--- src/rtl/can_bitseq_pkg.sv ---
package can_bitseq_pkg;

    localparam int IDX_W = 7;

    typedef struct packed {
        logic             level;
        logic             f_arb;
        logic             f_last;
        logic             f_ack;
        logic             f_chk;
        logic [IDX_W-1:0] dur_idx;
    } bit_ent_t;

    localparam int ENT_W = $bits(bit_ent_t);

    typedef struct packed {
        logic bit_err;
        logic ack_err;
        logic arb_lost;
    } seq_stat_t;

    localparam int STAT_W = $bits(seq_stat_t);

    function automatic seq_stat_t stat_or(seq_stat_t a, seq_stat_t b);
        seq_stat_t r;
        r.bit_err  = a.bit_err  | b.bit_err;
        r.ack_err  = a.ack_err  | b.ack_err;
        r.arb_lost = a.arb_lost | b.arb_lost;
        return r;
    endfunction

endpackage

--- src/rtl/can_bitseq_timer.sv ---
module can_bitseq_timer #(
    parameter int DUR_W     = 12,
    parameter int SAMPLE_Q8 = 192
) (
    input  logic             clk,
    input  logic             rst,
    input  logic             run_i,
    input  logic             kill_i,
    input  logic [DUR_W-1:0] dur_i,
    output logic             samp_o,
    output logic             end_o
);
    localparam int PW = DUR_W + 9;

    logic [DUR_W-1:0] cnt_q;
    logic [DUR_W-1:0] last_c;
    logic [PW-1:0]    prod_c;
    logic [DUR_W-1:0] spt_c;

    always_comb begin
        last_c = (dur_i == '0) ? '0 : dur_i - 1'b1;
        prod_c = PW'(dur_i) * PW'(SAMPLE_Q8);
        spt_c  = DUR_W'(prod_c >> 8);
        if (PW'(spt_c) != (prod_c >> 8) || spt_c > last_c) begin
            spt_c = last_c;
        end
    end

    assign samp_o = run_i && (cnt_q == spt_c);
    assign end_o  = run_i && (cnt_q == last_c);

    always_ff @(posedge clk) begin
        if (rst || !run_i || end_o || kill_i) begin
            cnt_q <= '0;
        end else begin
            cnt_q <= cnt_q + 1'b1;
        end
    end

    logic seen_q;
    always_ff @(posedge clk) begin
        if (rst || end_o || !run_i || kill_i) begin
            seen_q <= 1'b0;
        end else if (samp_o) begin
            seen_q <= 1'b1;
        end
    end

    // every bit that completes has been sampled exactly within it
    p_samp_in_bit_r7: assert property (@(posedge clk) disable iff (rst)
        end_o |-> (seen_q || samp_o));

endmodule

--- src/rtl/can_bitseq_judge.sv ---
module can_bitseq_judge
    import can_bitseq_pkg::*;
(
    input  bit_ent_t  ent_i,
    input  logic      samp_i,
    input  logic      rx_i,
    output seq_stat_t hit_o
);
    always_comb begin
        hit_o.arb_lost = samp_i && ent_i.f_arb && ent_i.level && !rx_i;
        hit_o.ack_err  = samp_i && ent_i.f_ack && rx_i;
        hit_o.bit_err  = samp_i && ent_i.f_chk && (rx_i != ent_i.level)
                         && !hit_o.arb_lost;
    end
endmodule

--- src/rtl/can_bitseq_tx.sv ---
module can_bitseq_tx
    import can_bitseq_pkg::*;
#(
    parameter int DEPTH     = 256,
    parameter int DUR_W     = 12,
    parameter int SAMPLE_Q8 = 192,
    localparam int AW       = $clog2(DEPTH)
) (
    input  logic              clk,
    input  logic              rst,
    input  logic              start_i,
    output logic              busy_o,
    output logic [AW-1:0]     ent_addr_o,
    input  logic [ENT_W-1:0]  ent_data_i,
    output logic [IDX_W-1:0]  dur_idx_o,
    input  logic [DUR_W-1:0]  dur_val_i,
    output logic              tx_o,
    input  logic              rx_i,
    output logic              done_o,
    output logic [STAT_W-1:0] status_o
);
    localparam logic [AW-1:0] LAST_ADDR = AW'(DEPTH - 1);

    logic      busy_q;
    logic      done_q;
    logic [AW-1:0] addr_q;
    bit_ent_t  ent_q;
    seq_stat_t st_q;
    seq_stat_t st_d;
    seq_stat_t hit;
    logic      samp;
    logic      bend;
    logic      fin;
    logic      adv;

    can_bitseq_timer #(.DUR_W(DUR_W), .SAMPLE_Q8(SAMPLE_Q8)) u_timer (
        .clk    (clk),
        .rst    (rst),
        .run_i  (busy_q),
        .kill_i (fin),
        .dur_i  (dur_val_i),
        .samp_o (samp),
        .end_o  (bend)
    );

    can_bitseq_judge u_judge (
        .ent_i  (ent_q),
        .samp_i (samp),
        .rx_i   (rx_i),
        .hit_o  (hit)
    );

    always_comb begin
        st_d = stat_or(st_q, hit);
        fin  = busy_q && (hit.arb_lost ||
                          (bend && (ent_q.f_last || addr_q == LAST_ADDR)));
        adv  = busy_q && bend && !fin;
    end

    always_ff @(posedge clk) begin
        if (rst) begin
            busy_q <= 1'b0;
            done_q <= 1'b0;
            addr_q <= '0;
            ent_q  <= '0;
            st_q   <= '0;
        end else begin
            done_q <= 1'b0;
            if (!busy_q) begin
                if (start_i) begin
                    busy_q <= 1'b1;
                    addr_q <= '0;
                    ent_q  <= bit_ent_t'(ent_data_i);
                    st_q   <= '0;
                end
            end else begin
                st_q <= st_d;
                if (fin) begin
                    busy_q <= 1'b0;
                    done_q <= 1'b1;
                end else if (adv) begin
                    addr_q <= addr_q + 1'b1;
                    ent_q  <= bit_ent_t'(ent_data_i);
                end
            end
        end
    end

    assign busy_o     = busy_q;
    assign done_o     = done_q;
    assign status_o   = st_q;
    assign tx_o       = busy_q ? ent_q.level : 1'b1;
    assign dur_idx_o  = ent_q.dur_idx;
    assign ent_addr_o = busy_q ? addr_q + 1'b1 : '0;

    p_arb_halt_r2: assert property (@(posedge clk) disable iff (rst)
        (busy_q && hit.arb_lost) |=> (done_o && status_o[0] && tx_o && !busy_o));

    p_last_ends_r3: assert property (@(posedge clk) disable iff (rst)
        (busy_q && bend && ent_q.f_last) |=> (!busy_o && done_o));

    p_done_pulse_r8: assert property (@(posedge clk) disable iff (rst)
        done_o |=> !done_o);

    p_restart_ignored_r9: assert property (@(posedge clk) disable iff (rst)
        (busy_q && start_i && !fin) |=>
            (busy_q && (addr_q == $past(addr_q) || addr_q == $past(addr_q) + 1'b1)));

endmodule

--- config.mk ---
export PLATFORM = sky130hd
export DESIGN_NAME = can_bitseq_tx
export DESIGN_NICKNAME = d
export VERILOG_FILES = /design/src/rtl/can_bitseq_pkg.sv /design/src/rtl/can_bitseq_timer.sv /design/src/rtl/can_bitseq_judge.sv /design/src/rtl/can_bitseq_tx.sv
export SDC_FILE = /design/constraint.sdc
export NUM_CORES = 1
export LEC_CHECK = 0
export BUFFER_PORTS_ARGS = -buffer_cell sky130_fd_sc_hd__buf_4
export CAP_MARGIN = 5
export CELL_PAD_IN_SITES_DETAIL_PLACEMENT = 1
export CELL_PAD_IN_SITES_GLOBAL_PLACEMENT = 2
export CORE_UTILIZATION = 31
export CTS_CLUSTER_DIAMETER = 60
export DETAILED_ROUTE_END_ITERATION = 6
export PLACE_DENSITY = 0.81
export SYNTH_ARGS = -nofsm -noshare
export SYNTH_HDL_FRONTEND = slang
export SYNTH_SLANG_ARGS = --single-unit
--- constraint.sdc ---
create_clock -name clk -period 4.7 [get_ports clk]
set_input_delay 0.47 -clock clk [delete_from_list [all_inputs] [get_ports clk]]
set_output_delay 0.47 -clock clk [all_outputs]
set_load 0.02 [all_outputs]
==> impl_metrics.py <==
metrics = {
    "global_routing": {
        "antenna_found_initial": 0,
        "grt_pass1_wl_um": 18900,
        "grt-ovfl-total": 0,
        "track_usage_pct": 18.3,
        "grt_max_degree": 34,
        "grt_pass1_vias": 3827,
    },
    "die": {
        "design.die.area_mm2": 0.0129,
        "start_util_pct": 31.9,
        "rows": 40,
        "ios": 49,
        "die_h_um": 113,
        "dieWidth_um": 113,
        "core-area_mm2": 0.0121,
    },
    "setup_path": {
        "reg2reg_to": "addr_q[6]",
        "path_class": "in -> reg",
        "crit_start": "dur_val_i[1]",
        "rrSetupSlack_ns": 1.29,
        "cp-start-kind": "input port",
        "crit_path_end_kind": "register",
        "critical_path.max_stage_delay_ns": 0.47,
        "path_cells": "buf_8 > ha_4 > inv_2 > fa_2 > nor2b_2 > o31a_1 > o21a_1 > a21oi_2 > xnor2_2 > ha_1 > nand4_1 > a211o_1 > a31oi_4 > buf_6 > mux2i_1 > xor2_1 > nand3_2 > o41ai_4 > buf_4 > nor4bb_1 > a31o_2",
        "arrival_ns": 4.85,
        "crit_end": "addr_q[1]",
        "reg2reg_depth": 11,
        "crit_required_ns": 4.88,
        "crit_path_top_delay_cell": "o41ai_4",
        "r2r-start": "u_timer.cnt_q[2]",
        "critical_path.max_fanout": 9,
    },
    "yosys": {
        "synth_cell_types": 64,
        "netlist_instances": 487,
        "ys.flop_type": "dfxtp_1",
        "ys_seq_area_share_pct": 19.3,
        "async_flop_share_pct": 0,
        "synth_top_area_share_pct": 19.3,
        "synth.top_cells.by_area": "dfxtp_1 (19%), ha_1 (14%), xnor2_1 (7.3%)",
        "syn-num-nets": 558,
        "synth_area_per_cell_um2": 7.90,
        "ys_seq_elements": 37,
        "synth_edf_count": 0,
        "yosys_warnings": 0,
        "synth_top_area_cell": "dfxtp_1",
        "syn_area_mm2": 0.00385,
    },
    "sta": {
        "rsz0062_at_grt": "true",
        "worst_pin_slew_ns": 0.983,
        "skew_ns": 0.00881,
        "fin_crit_sh_pct": 99.4,
        "setup_ws_ns": 0.0297,
        "post-route-min-period_ns": 4.67,
        "fin_hold_ws_ns": 0.456,
        "slew-limit-headroom_pct": 34.4,
        "max_freq_ghz": 0.214,
        "finalSetupViolCount": 0,
        "drv_slew": 0,
        "hold_violations": 0,
    },
    "cells_and_area": {
        "finish.utilization_pct": 43.3,
        "fin_nets": 649,
        "final-instance-count-excl-fill": 747,
        "synthToLayoutAreaGrowth_pct": 35.7,
        "drive_above_1_share_pct": 31.6,
        "antennaDiodeCount": 0,
    },
    "place": {
        "dp_hpwl_um": 9580,
        "dp_worst_setup_slack_ns": -0.294,
        "placedCellCount": 730,
        "numPortBuffers": 48,
        "gp_congestion": 0.853,
    },
    "run_status": {
        "status": "finished clean",
    },
    "clock_network": {
        "cts.clk_slew.worst_paths_ns": 0.06,
        "cts_root_buffer": "clkbuf_16",
        "clockBufferDepth": 2,
        "clock_latency_ns": 0.28,
        "cts_tree": "built",
        "cts_made_buffers": 5,
        "h-tree-depth": 2,
        "clock-sinks": 37,
    },
    "power": {
        "power_density_mw_per_mm2": 240,
        "ir_drop_mv": 0.161,
        "cellLeakagePower_nw": 2.24,
        "p_total_w": 0.00125,
    },
    "worst_hold_path": {
        "worstHoldPathCells": 2,
        "min_path_type": "reg -> reg",
    },
    "detailed_routing": {
        "detail_route.iter0.violations": 168,
        "vias_per_cell": 5.16,
        "wl_per_cell_um": 16.3,
        "ant_nets": 0,
        "wl_um": 12200,
        "dr.pass1.iters": 4,
        "vias": 3857,
        "drc": 0,
    },
    "flow_run": {
        "maxCapViolations": 0,
    },
}
-- state kept, by name, indices dropped and copies added (netlist names) --
| signal | flops |
|---|---|
| addr_q | 8 |
| busy_o | 1 |
| done_o | 1 |
| dur_idx_o | 7 |
| ent_q | 5 |
| status_o | 3 |
| u_timer.cnt_q | 12 |
-- stage by stage --
| step | instance area, um2 | TNS (ns) |
|---|---|---|
| global route | 5220 | -3.29 |
| floorplan | 3870 | 0 |
| global placement | 4760 | -3.25 |
| finish | 5220 | 0 |
| CTS | 4950 | 0 |
| detailed placement | 4760 | -8.18 |
-- metal layers --
metal  GRT usage (%)  vias to the layer above  part of all wire, %
li1                -                     1906                    -
met1            24.4                     1902                   48
met2            32.1                       43                   49
met3            2.34                        6                  2.0
met4            2.72                        0                 0.45
met5               0                        -                    0
-- kinds of logic (layout without fill, tap and decap cells) --
logic type	after synthesis	in the layout	share of synthesized area [%]
AND/OR/NAND/NOR	161	161	21.8
AO/OA/AOI/OAI	120	120	22.8
buffers and inverters	66	158	7.64
XOR/XNOR	52	52	12.2
adder cells (fa/ha/maj)	43	43	14.2
flip-flops	37	37	19.3
multiplexers	8	8	2.11
-- final cells by class --
type,instances,area [um2]
fill,1452,6840
tap,168,210
inverter,31,125
clock inverter,3,65.1
sequential,37,741
multi-input combinational,384,2990
clock buffer,5,125
timing repair buffer,119,957
-- worst max-delay path: cells and delay by family --
family,cells,cell delay (ns)
compound gates,7,1.86
simple gates,4,0.61
mux,1,0.22
xor+xnor,2,0.36
buf+inv,4,0.52
fa+ha+maj,3,0.79
-- cells in the mapped netlist (5+ instances only) --
master / number
a31o_2: 9
ha_1: 42
nor4b_1: 5
inv_1: 31
nand2_1: 40
clkbuf_1: 19
a21oi_1: 42
nor2b_1: 8
nand4_1: 7
nor2_1: 28
buf_4: 9
nand2b_1: 9
dfxtp_1: 37
a21o_1: 6
a31o_1: 10
o21ai_0: 10
xor2_1: 19
xnor2_1: 32
mux2i_1: 7
and3_1: 6
and2_1: 8
or3_1: 6
o211ai_1: 5
nand3_1: 25
nor3_1: 6
-- worst min path at each step --
stage                       startpoint  slack, ns      endpoint
final                      status_o[0]       0.46   status_o[0]
after global routing               rst       0.47        busy_o
after CTS                  status_o[0]       0.46   status_o[0]
after detailed placement   status_o[0]       0.45   status_o[0]
after global placement     status_o[0]       0.45   status_o[0]
after floorplan           dur_idx_o[0]       0.45  dur_idx_o[0]
-- power breakdown --
| group | internal (W) | switching [W] |
|---|---|---|
| Clock | 0.000303 | 0.000131 |
| Sequential | 0.000322 | 0.00000860 |
| Combinational | 0.000238 | 0.000251 |
-- cell usage in the layout (no fill, tap or decap), drive strengths merged, types with 9 or more instances in the layout --
| cell | synthesis | layout |
|---|---|---|
| nand2 | 40 | 40 |
| ha | 42 | 42 |
| xor2 | 19 | 19 |
| nand2b | 9 | 9 |
| o21ai | 10 | 10 |
| a21oi | 42 | 42 |
| xnor2 | 32 | 32 |
| dfxtp | 37 | 37 |
| a31o | 19 | 19 |
| nand3 | 25 | 25 |
| buf | 16 | 119 |
| nor2 | 28 | 28 |
| inv | 31 | 30 |
-- what timing repair did --
action / in CTS / in global routing
pin swaps: 0 / 18
setup buffers: 0 / 10
setup endpoints to repair: 2 / 35
hold buffers: 0 / 0
hold endpoints to repair: 0 / 0
resized for setup: 1 / 48
Note: power is estimated with default switching activity, not from simulation.
